[src/rtl/pgen_pkg.sv]
package pgen_pkg;
   localparam int unsigned PG_COORD_W  = 12;
   localparam int unsigned PG_COLOUR_W = 8;
endpackage

[src/rtl/pgen_axis_cnt.sv]
module pgen_axis_cnt #(
   parameter int unsigned CW = pgen_pkg::PG_COORD_W
) (
   input  logic          clk,
   input  logic          rst_n,
   input  logic          tick,
   input  logic [CW-1:0] act_len,
   input  logic [CW-1:0] tot_len,
   output logic [CW-1:0] pos,
   output logic          wrap
);
   if (CW < 2) begin : g_bad_cw
      $error("pgen_axis_cnt: CW must be at least 2");
   end

   logic [CW:0] limit;
   logic [CW:0] pos_nxt;

   // total is raised above the active size when it leaves no blanking
   assign limit   = ({1'b0, tot_len} > {1'b0, act_len}) ? {1'b0, tot_len}
                                                         : {1'b0, act_len} + 1'b1;
   assign pos_nxt = {1'b0, pos} + 1'b1;
   assign wrap    = tick && (pos_nxt >= limit);

   always_ff @(posedge clk or negedge rst_n) begin
      if (!rst_n)    pos <= '0;
      else if (tick) pos <= wrap ? '0 : pos_nxt[CW-1:0];
   end

   AST_WRAP_TO_ZERO: assert property (@(posedge clk) disable iff (!rst_n)
      wrap |=> (pos == '0));
   AST_HOLD_IDLE: assert property (@(posedge clk) disable iff (!rst_n)
      !tick |=> $stable(pos));
   AST_BELOW_LIMIT: assert property (@(posedge clk) disable iff (!rst_n)
      ($stable(limit) && ({1'b0, pos} < limit)) |=>
      (!$stable(limit) || ({1'b0, pos} < limit)));
endmodule

[src/rtl/pgen_step_ramp.sv]
module pgen_step_ramp #(
   parameter int unsigned CW    = pgen_pkg::PG_COORD_W,
   parameter int unsigned COLW  = pgen_pkg::PG_COLOUR_W,
   parameter int unsigned NSTEP = 1,
   parameter logic [NSTEP-1:0] SUB_MASK = '0
) (
   input  logic                       clk,
   input  logic                       rst_n,
   input  logic                       advance,
   input  logic                       restart,
   input  logic [NSTEP-1:0][CW-1:0]   step_len,
   input  logic [NSTEP-1:0][COLW-1:0] delta,
   output logic [COLW-1:0]            level
);
   if (NSTEP < 1) begin : g_bad_nstep
      $error("pgen_step_ramp: NSTEP must be at least 1");
   end
   if (COLW < 1) begin : g_bad_colw
      $error("pgen_step_ramp: COLW must be at least 1");
   end

   logic [NSTEP-1:0][COLW-1:0] term;
   logic [COLW-1:0]            sum;

   for (genvar g = 0; g < NSTEP; g++) begin : g_step
      logic [CW-1:0] ph;
      logic [CW:0]   ph_nxt;
      logic          hit;

      assign ph_nxt = {1'b0, ph} + 1'b1;
      assign hit    = advance && (step_len[g] != '0) &&
                      (ph_nxt >= {1'b0, step_len[g]});

      always_ff @(posedge clk or negedge rst_n) begin
         if (!rst_n)       ph <= '0;
         else if (restart) ph <= '0;
         else if (advance) ph <= hit ? '0 : ph_nxt[CW-1:0];
      end

      if (SUB_MASK[g]) begin : g_sub
         assign term[g] = hit ? (~delta[g] + 1'b1) : '0;
      end else begin : g_add
         assign term[g] = hit ? delta[g] : '0;
      end
   end

   always_comb begin
      sum = '0;
      for (int i = 0; i < NSTEP; i++) sum = sum + term[i];
   end

   always_ff @(posedge clk or negedge rst_n) begin
      if (!rst_n)       level <= '0;
      else if (restart) level <= '0;
      else if (advance) level <= level + sum;
   end

   AST_RESTART_ZERO: assert property (@(posedge clk) disable iff (!rst_n)
      restart |=> (level == '0));
   AST_LEVEL_HOLD: assert property (@(posedge clk) disable iff (!rst_n)
      (!advance && !restart) |=> $stable(level));
endmodule

[src/rtl/pattern_gen_top.sv]
module pattern_gen_top #(
   parameter int unsigned CW   = pgen_pkg::PG_COORD_W,
   parameter int unsigned COLW = pgen_pkg::PG_COLOUR_W
) (
   input  logic            clk,
   input  logic            rst_n,
   input  logic [CW-1:0]   act_w,
   input  logic [CW-1:0]   act_h,
   input  logic [CW-1:0]   tot_w,
   input  logic [CW-1:0]   tot_h,
   input  logic [CW-1:0]   h_step_a,
   input  logic [CW-1:0]   h_step_b,
   input  logic [COLW-1:0] h_inc,
   input  logic [COLW-1:0] h_dec,
   input  logic [CW-1:0]   v_step,
   input  logic [COLW-1:0] v_inc,
   output logic [CW-1:0]   pix_x,
   output logic [CW-1:0]   pix_y,
   output logic            de,
   output logic            line_start,
   output logic            frame_start,
   output logic [COLW-1:0] red,
   output logic [COLW-1:0] green,
   output logic [COLW-1:0] blue
);
   if (CW < 2 || CW > 16) begin : g_bad_cw
      $error("pattern_gen_top: CW must lie in 2..16");
   end
   if (COLW < 1 || COLW > 16) begin : g_bad_colw
      $error("pattern_gen_top: COLW must lie in 1..16");
   end

   logic            h_wrap, v_wrap;
   logic [COLW-1:0] h_level, v_level;

   pgen_axis_cnt #(.CW(CW)) u_hcnt (
      .clk(clk), .rst_n(rst_n), .tick(1'b1),
      .act_len(act_w), .tot_len(tot_w), .pos(pix_x), .wrap(h_wrap));

   pgen_axis_cnt #(.CW(CW)) u_vcnt (
      .clk(clk), .rst_n(rst_n), .tick(h_wrap),
      .act_len(act_h), .tot_len(tot_h), .pos(pix_y), .wrap(v_wrap));

   pgen_step_ramp #(.CW(CW), .COLW(COLW), .NSTEP(2), .SUB_MASK(2'b10)) u_hramp (
      .clk(clk), .rst_n(rst_n), .advance(!h_wrap), .restart(h_wrap),
      .step_len({h_step_b, h_step_a}), .delta({h_dec, h_inc}), .level(h_level));

   pgen_step_ramp #(.CW(CW), .COLW(COLW), .NSTEP(1), .SUB_MASK(1'b0)) u_vramp (
      .clk(clk), .rst_n(rst_n), .advance(h_wrap && !v_wrap), .restart(v_wrap),
      .step_len(v_step), .delta(v_inc), .level(v_level));

   assign de          = (pix_x < act_w) && (pix_y < act_h);
   assign line_start  = (pix_x == '0);
   assign frame_start = line_start && (pix_y == '0);
   assign red         = de ? h_level : '0;
   assign green       = de ? v_level : '0;
   assign blue        = de ? (h_level + v_level) : '0;

   AST_FRAME_IN_LINE: assert property (@(posedge clk) disable iff (!rst_n)
      frame_start |-> line_start);
   AST_LINE_START_AFTER_WRAP: assert property (@(posedge clk) disable iff (!rst_n)
      h_wrap |=> line_start);
endmodule

[config.mk]
export PLATFORM = sky130hd
export DESIGN_NAME = pattern_gen_top
export DESIGN_NICKNAME = d
export VERILOG_FILES = /design/src/rtl/pgen_pkg.sv /design/src/rtl/pgen_axis_cnt.sv /design/src/rtl/pgen_step_ramp.sv /design/src/rtl/pattern_gen_top.sv
export SDC_FILE = /design/constraint.sdc
export NUM_CORES = 1
export LEC_CHECK = 0
export ABC_AREA = 1
export CAP_MARGIN = 15
export CORE_MARGIN = 2
export CORE_UTILIZATION = 51
export DETAILED_ROUTE_END_ITERATION = 10
export GPL_TIMING_DRIVEN = 0
export HOLD_SLACK_MARGIN = 0.03
export PLACE_DENSITY = 0.78
export RECOVER_POWER = 100
export REMOVE_ABC_BUFFERS = 1
export SKIP_LAST_GASP = 1
export SYNTH_ARGS = -nofsm -noshare
export SYNTH_HDL_FRONTEND = slang
export SYNTH_HIERARCHICAL = 1
export SYNTH_SLANG_ARGS = --single-unit
export TNS_END_PERCENT = 1
[constraint.sdc]
create_clock -name clk -period 4.9 [get_ports clk]
set_input_delay 0.98 -clock clk [delete_from_list [all_inputs] [get_ports clk]]
set_output_delay 0.98 -clock clk [all_outputs]
set_load 0.05 [all_outputs]
Word level (Yosys, flattened, before mapping)

Index checks and enable logic that the tools add are counted.

Muxes and demuxes: 20
$lt $le $gt $ge: 9
Add/subtract/negate cells: 12
Bitwise operators: 1
Reductions and logical operators: 18

Operators with widths:

| cell                    | number |
|---|---|
| $mux W12                | 9 |
| $add A12 B1 Y13 const B | 7 |
| $mux W8                 | 9 |
| $ge A13 B12 Y1          | 3 |
| $reduce_bool A12 Y1     | 3 |
| $add A8 B8 Y8           | 4 |
| $ge A13 B13 Y1          | 2 |
| $mux W13                | 2 |
| $gt A12 B12 Y1          | 2 |
| $logic_not A12 Y1       | 2 |
| $lt A12 B12 Y1          | 2 |
| $logic_and A1 B1 Y1     | 10 |
| $add A8 B1 Y8 const B   | 1 |
| $not A8 Y8              | 1 |
| $logic_not A1 Y1        | 2 |
| $reduce_bool A2 Y1      | 1 |

Bits in registers: 76
Output and inout bits: 51
Input port bits: 110
Logic and storage cells: 67

Logic depth before layout (Yosys ltp)

Gate-level depths: netlist (run 1).

Word-level depth: 12
Depth in mapped cells: 42
Depth with buffers taken out: 38

Modules after synthesis

Netlist (run 1), hierarchy kept.

Modules (own cells, without submodules):

| module                    | cells each | area each (um^2) | instances | sequential area each (um^2) |
|---|---|---|---|---|
| pgen_axis_cnt             | 305        | 1929.4           | 2         | 300.3 |
| pgen_step_ramp at u_hramp | 437        | 3095.5           | 1         | 800.8 |
| pgen_step_ramp at u_vramp | 247        | 1732.9           | 1         | 500.5 |
| pattern_gen_top           | 215        | 1233.7           | 1         | 0.0 |

Least setup slack after synthesis (run 1)

No wires, ideal clock.

Path kind: in2reg
Start point: in act_w[9]
End point: reg u_hramp.level[7]
Setup slack: -0.908 ns
Data required time: 4.783 ns
Data arrival time: 5.690 ns
Buffers on the path: 3
Setup time: 0.117 ns
Cell stages on the path: 37
Cell sequence: inv_1 > ha_1 > nand2_1 > nor2_4 > and2b_1 > nand2_2 > nand3_4 > nand2_4 > buf_6 > nand2_1 > ha_1 > nand2_1 > inv_1 > nand2_1 > nor3_1 > nand2_1 > buf_2 > a21oi_1 > inv_1 > inv_1 > a21oi_1 > nand2_1 > buf_2 > nor2_1 > fa_1 > ha_1 > inv_1 > fa_1 > o21ai_0 > nand2_1 > nand2_1 > a21oi_1 > xor2_1 > inv_1 > nand3_1 > nand3_1 > nand2_1

Word-level cells in the longest chain between the ends: 10
Elaborated cells on any way between the ends: 14
Those cells by class: add/sub (3); order compare (2); mux (4); reduce/logical (5)

RTL lines:

| item                                                     | RTL line                                   | text |
|---|---|---|
| start, declared                                          | pattern_gen_top.sv:7                       | `input logic [CW-1:0] act_w,` |
| $add A12 B1 Y13 / $gt A12 B12 Y1 (equally long branches) | pgen_axis_cnt.sv:21, pgen_axis_cnt.sv:20   |  |
| $mux W13 (*)                                             | pgen_axis_cnt.sv:20                        | `assign limit = ({1'b0, tot_len} > {1'b0, act_len}) ? {1'b0, tot_len}` |
| $ge A13 B13 Y1 (*)                                       | pgen_axis_cnt.sv:23                        | `assign wrap = tick && (pos_nxt >= limit);` |
| via h_wrap                                               | pattern_gen_top.sv:33                      | `logic h_wrap, v_wrap;` |
| $logic_not A1 Y1                                         | pattern_gen_top.sv:45                      | `.clk(clk), .rst_n(rst_n), .advance(!h_wrap), .restart(h_wrap),` |
| $logic_and A1 B1 Y1 (2 in series)                        | pgen_step_ramp.sv:31                       | `assign hit = advance && (step_len[g] != '0) &&` |
| $mux W8, on equally long branches                        | pgen_step_ramp.sv:43, pgen_step_ramp.sv:41 |  |
| $add A8 B8 Y8                                            | pgen_step_ramp.sv:49                       | `for (int i = 0; i < NSTEP; i++) sum = sum + term[i];` |
| $add A8 B8 Y8                                            | pgen_step_ramp.sv:55                       | `else if (advance) level <= level + sum;` |
| $mux W8 (*)                                              | pgen_step_ramp.sv:54                       | `else if (restart) level <= '0;` |
| end signal, assigned                                     | pgen_step_ramp.sv:55                       |  |
| end, declared                                            | pgen_step_ramp.sv:13                       | `output logic [COLW-1:0] level` |

The timed path passes the listed nets; every way through them passes the cells marked *.
A chain may end at the register's enable or synchronous reset.

Final worst setup path (run 1)

Start point: in act_w[7]
End point: reg u_hramp.level[7]

The elaborated chain is that of the path after synthesis.

==> metrics.cfg, run 1 <==
[run_status]
status=finished with violations
violations=max-capacitance violations, max-slew violations, negative setup slack

[finish]
layout.nets=1969
multi_input_area_um2=7270
area_growth_pct=31.6
drive_gt1_frac=0.161
stdcell_count=1983
n_antenna_cell=0
fill_cells=1585
final_util=0.677
regArea_um2=1900

[worst_hold_path]
hold_class=reg2reg

[place]
dpl.cell_count=1915
post-dp-hpwl_um=19800
post-place-ws_ps=-2960
place.gp.congestion=0.887
numPortBuffers=160

[yosys]
yosys.area.top_type_share=0.192
synth_flop_cell=dfrtp_1
synthTopCellsByArea=dfrtp_1 (19%), ha_1 (17%), nand2_1 (15%)
yosys.area_share.xor_xnor=0.0492
synth.avg_cell_area_um2=6.57
synthCells=1509
muxShareOfSynthArea=0
ys_seq_area_frac=0.192
synth_compound_area_frac=0.0792
syn_area_um2=9920
synth_adder_area_share=0.192
yosysWarnings=6
synth_top_family_by_area=simple AND/OR/NAND/NOR gates
synthArstFlopShare=1.00
synth.largest_area_cell=dfrtp_1
yosys.area_share.simple=0.345
synth_seq_cells=76
synth_edf_count=0
synth.distinct_cells=48

[detailed_routing]
route.antenna.remaining_nets=0
vias=10300
post_drt_via_cell_ratio=5.18
drtIter0Drc=700
finalWirelength_um=27200
remaining_drc_errors=0
post_drt_wl_per_cell_um=13.7
drtPass1Iterations=5

[worst_setup_path]
reg2reg_depth=32
slowest_stage=fa_1
arrival_ps=5730
crit_start=act_w[7]
setup.worst_path.end=u_hramp/level[7]
timing.rr.start=u_hcnt/pos[0]
r2r_end=u_hramp/level[7]
required_ps=5190
r2r_setup_slack_ps=-320
critPathMaxFanout=8
max_stage_delay_ps=510
cp-start-kind=input port
worstSetupEndpointType=flip-flop
path_class=in2reg

[floorplanning]
io_pins=161
design.core.area_um2=19300
die_x_um=143
initial_utilization=0.515
row_count=51
die_area_um2=20600
die_h_um=143

[sta]
hold_viol_final=0
fin_crit_ps=5450
drv_slew=79
max-slew-margin-rel=-0.560
tns_ps=-10010
fmaxAchievable_mhz=184
tightest_slew_ps=2340
final.period_utilization=1.11
setup_ws_ps=-546
setup_viol=40
clock-skew-final_ps=6.38
rsz0062_at_grt=yes

[clock_network]
clock_latency_ps=350
path_clk_slew_ps=60
cts_tree=yes
clockBufferDepth=2
htree_num_levels=3
clockRootBuffer=clkbuf_16
clock_sinks=76
cts_buffers=9

[power_and_ir_drop]
power_uw=4050
power_density_nw_per_um2=311
vdd_drop_max_mv=0.171
leakage_uw=0.00729

[global_route]
grt_overflow_total=0
grt_pass1_vias=9664
grt_max_degree=51
grtUsageTotal=0.260
antenna_found_initial=0
grt_pass1_wl_um=44100

[flow_run]
cap_violations=2

-- where the power goes --
part	internal [uW]	switching (uW)	leakage (uW)
Combinational	954	1460	0.00618
Sequential	768	187	0.000956
Clock	420	267	0.000149
-- synthesized netlist by cell type (4+ instances only) --
master and n:
nor3_1 15, buf_4 5, nand3_1 91, buf_2 7, nand3_2 5, nand4_1 48
a21o_1 5, ha_1 136, clkbuf_1 6, nor2_1 111, xor2_1 48, a21oi_1 49
nand2_2 14, nor4_1 7, o21ai_1 4, nor2_4 10, buf_6 6, xnor2_1 4
inv_1 318, nand3b_1 8, o22ai_1 20, fa_1 10, nand2_1 392, o21ai_0 24
inv_2 12, o21bai_1 4, a22o_1 6, dfrtp_1 76, nor3_2 4, nor2_2 25
-- worst min-delay path by stage --
stage                                         from                        to  slack, ps  depth (start not counted)
after CTS                 u_hramp/g_step[0].ph[10]  u_hramp/g_step[0].ph[10]        540                          2
after global routing       u_hramp/g_step[0].ph[0]   u_hramp/g_step[0].ph[0]        570                          1
after floorplan            u_hramp/g_step[0].ph[1]   u_hramp/g_step[0].ph[1]        490                          1
after global placement     u_hramp/g_step[0].ph[1]   u_hramp/g_step[0].ph[1]        500                          1
final                     u_hramp/g_step[0].ph[10]  u_hramp/g_step[0].ph[10]        540                          2
after detailed placement  u_hramp/g_step[0].ph[10]  u_hramp/g_step[0].ph[10]        530                          2
-- critical path, delay by kind of cell --
| family | cells | cell delay (ps) |
|---|---|---|
| fa+ha+maj | 5 | 1570 |
| buf+inv | 8 | 660 |
| compound gates | 4 | 510 |
| xor+xnor | 1 | 180 |
| simple gates | 18 | 1850 |
-- layout by cell type, fill, tap and decap left out, types with 8 or more instances in the layout --
master	instances
a21oi_1	39
a21oi_2	8
buf_2	10
buf_4	46
buf_6	10
clkbuf_16	9
clkdlybuf4s50_1	102
dfrtp_1	76
dlygate4sd3_1	25
fa_1	8
ha_1	113
ha_4	20
inv_1	301
inv_2	21
nand2_1	369
nand2_2	32
nand2_4	8
nand3_1	86
nand3_2	12
nand3b_1	8
nand4_1	48
nor2_1	102
nor2_2	29
nor2_4	15
nor3_1	8
o21ai_0	20
o22ai_1	20
xor2_1	48
-- through the flow --
step / instance area, um^2 / hold slack, ps
after floorplan: 9770 / 489
after global placement: 11700 / 503
after detailed placement: 11700 / 530
after CTS: 12700 / 541
after global routing: 13100 / 572
final: 13100 / 538
-- cells by family (layout without fill, tap and decap cells) --
kind of cell,Yosys count,in the layout
AOI/OAI and AO/OA,131,131
xor gates and xnor gates,54,54
adders and majority gates,146,146
buffers and inverters,357,558
DFF,76,76
other,1,4
and+or+nand+nor,744,749
-- layer usage --
| metal | part of all wire | track usage |
|---|---|---|
| met1 | 0.45 | 0.337 |
| met2 | 0.48 | 0.453 |
| met3 | 0.047 | 0.0317 |
| met4 | 0.024 | 0.0826 |
| met5 | 0 | 0 |
-- final cells by class --
type                            count  area share
Clock buffer                       12      0.0196
Tap cell                          265      0.0254
Sequential cell                    76       0.146
Clock inverter                      4     0.00364
Inverter                          333      0.0975
Timing Repair Buffer              209       0.151
Multi-Input combinational cell   1084       0.557
-- repair_timing --
item,4_1_cts,5_1_grt
endpoints found under the setup margin,88,69
setup buffers,35,13
hold buffers,0,0
pin swaps,61,56
gates resized for setup,208,56
cloned,4,1
-- flip-flops by register name (all words and copies together) (netlist names) --
signal,flops
u_hramp/g_step.ph,24
u_vramp/g_step.ph,12
u_vcnt/pos,12
u_hramp/level,8
u_hcnt/pos,12
u_vramp/level,8
Note: power is estimated with default switching activity, not from simulation.
==> run 2: changes to the inputs <==
--- a/config.mk
+++ b/config.mk
@@ -9,6 +9,7 @@
 export CAP_MARGIN = 15
 export CORE_MARGIN = 2
 export CORE_UTILIZATION = 51
+export CTS_BUF_LIST = sky130_fd_sc_hd__clkbuf_8
 export DETAILED_ROUTE_END_ITERATION = 10
 export GPL_TIMING_DRIVEN = 0
 export HOLD_SLACK_MARGIN = 0.03
==> metrics.cfg, run 2 (synthesized netlist as in run 1, its figures left out) <==
[run_status]
status=finished with violations
violations=max-capacitance violations, max-slew violations, negative setup slack

[power_and_ir_drop]
power_uw=3870
leakage_uw=0.00728
vdd_drop_max_mv=0.145
power_density_nw_per_um2=298

[floorplanning]
die_x_um=143
initial_utilization=0.515
die_h_um=143
die_area_um2=20600
io_pins=161
design.core.area_um2=19300
row_count=51

[sta]
max-slew-margin-rel=-0.553
clock-skew-final_ps=9.36
drv_slew=51
tightest_slew_ps=2330
hold_viol_final=0
setup_ws_ps=-526
fmaxAchievable_mhz=184
final.period_utilization=1.11
fin_crit_ps=5430
rsz0062_at_grt=yes
setup_viol=39

[finish]
regMostFlops=u_hramp/g_step.ph
largest_register_ffs=24
n_antenna_cell=0
stdcell_count=1982
final_common_cell=nand2_1
layout.nets=1968
area_growth_pct=30.5
layout_common_cells=nand2_1 (369), inv_1 (302), ha_1 (114)
drive_gt1_frac=0.161
final_util=0.672

[detailed_routing]
post_drt_wl_per_cell_um=13.6
vias=10200
remaining_drc_errors=0
finalWirelength_um=27000
route.antenna.remaining_nets=0
post_drt_via_cell_ratio=5.17
drtPass1Iterations=6
drtIter0Drc=656

[place]
numPortBuffers=160
place.gp.congestion=0.887
post-dp-hpwl_um=19800
dpl.cell_count=1915

[worst_setup_path]
cp-start-kind=input port
required_ps=5220
arrival_ps=5750
critPathMaxFanout=8
worstSetupEndpointType=flip-flop
path_class=in2reg
max_stage_delay_ps=510
slowest_stage=fa_1

[clock_network]
clockBufferDepth=2
clockRootBuffer=clkbuf_8
clock_latency_ps=380
htree_num_levels=3
path_clk_slew_ps=80
cts_buffers=9
cts_tree=yes
clock_sinks=76

[global_route]
grtUsageTotal=0.258
antenna_found_initial=0
grt_overflow_total=0
grt_pass1_wl_um=43700
grt_max_degree=51
grt_pass1_vias=9600

[worst_hold_path]
hold_class=reg2reg

[flow_run]
cap_violations=1

[run 2: layout make-up]
class                   count  area [um^2]
repair buffers            208         1980
fillers                  1609         6320
well taps                 265          332
clock buffers              11          151
flip-flops and latches     76         1900
inverters                 333         1270
clock inverters             5         51.3
multi-input cells        1084         7270
[run 2: path summary, 6_finish.rpt]
check	depth (start not counted)	slack (ps)	startpoint	end
max in group asynchronous	2	840	rst_n	u_vcnt/pos[4]
max reg2reg	32	-330	u_hcnt/pos[0]	u_hramp/level[7]
max	36	-530	act_w[7]	u_hramp/level[7]
min reg2reg	2	540	u_hramp/g_step[0].ph[10]	u_hramp/g_step[0].ph[10]
min in group asynchronous	1	930	rst_n	u_hramp/level[1]
min	2	540	u_hramp/g_step[0].ph[10]	u_hramp/g_step[0].ph[10]
[run 2: critical path, delay by kind of cell]
family	cells	cell delay, ps
AND/OR/NAND/NOR	18	1870
adder cells (fa/ha/maj)	5	1560
buffers and inverters	8	630
AO/OA/AOI/OAI	4	500
XOR/XNOR	1	180
[run 2: per-stage QoR]
step | hold slack [ps] | worst slack [ps] | TNS, ps | instance area, um^2
2_1_floorplan | 489 | -1310 | -18130 | 9770
3_3_place_gp | 503 | -3420 | -146400 | 11700
3_5_place_dp | 530 | -2960 | -119910 | 11700
4_1_cts | 513 | -400 | -3440 | 12600
5_1_grt | 576 | -670 | -15150 | 13000
6_report | 540 | -526 | -7640 | 13000
[run 2: power by group]
part / switching (uW) / total [uW] / internal (uW)
Combinational: 1450 / 2410 / 953
Sequential: 184 / 951 / 767
Clock: 247 / 506 / 259
[run 2: timing repair]
| item | CTS | global route |
|---|---|---|
| endpoints found under the setup margin | 88 | 70 |
| setup buffers | 35 | 11 |
| gates cloned | 5 | 0 |
| gates resized for setup | 208 | 57 |
| hold endpoints to repair | 0 | 0 |
| hold buffers | 0 | 0 |
| pin swaps | 61 | 51 |
[run 2: metal layers]
layer | up-vias | wire (um) | track usage
met1 | 4666 | 12200 | 0.336
met2 | 342 | 12800 | 0.445
met3 | 49 | 1430 | 0.0380
met5 | - | 0 | 0
met4 | 0 | 593 | 0.0717
li1 | 5186 | - | -
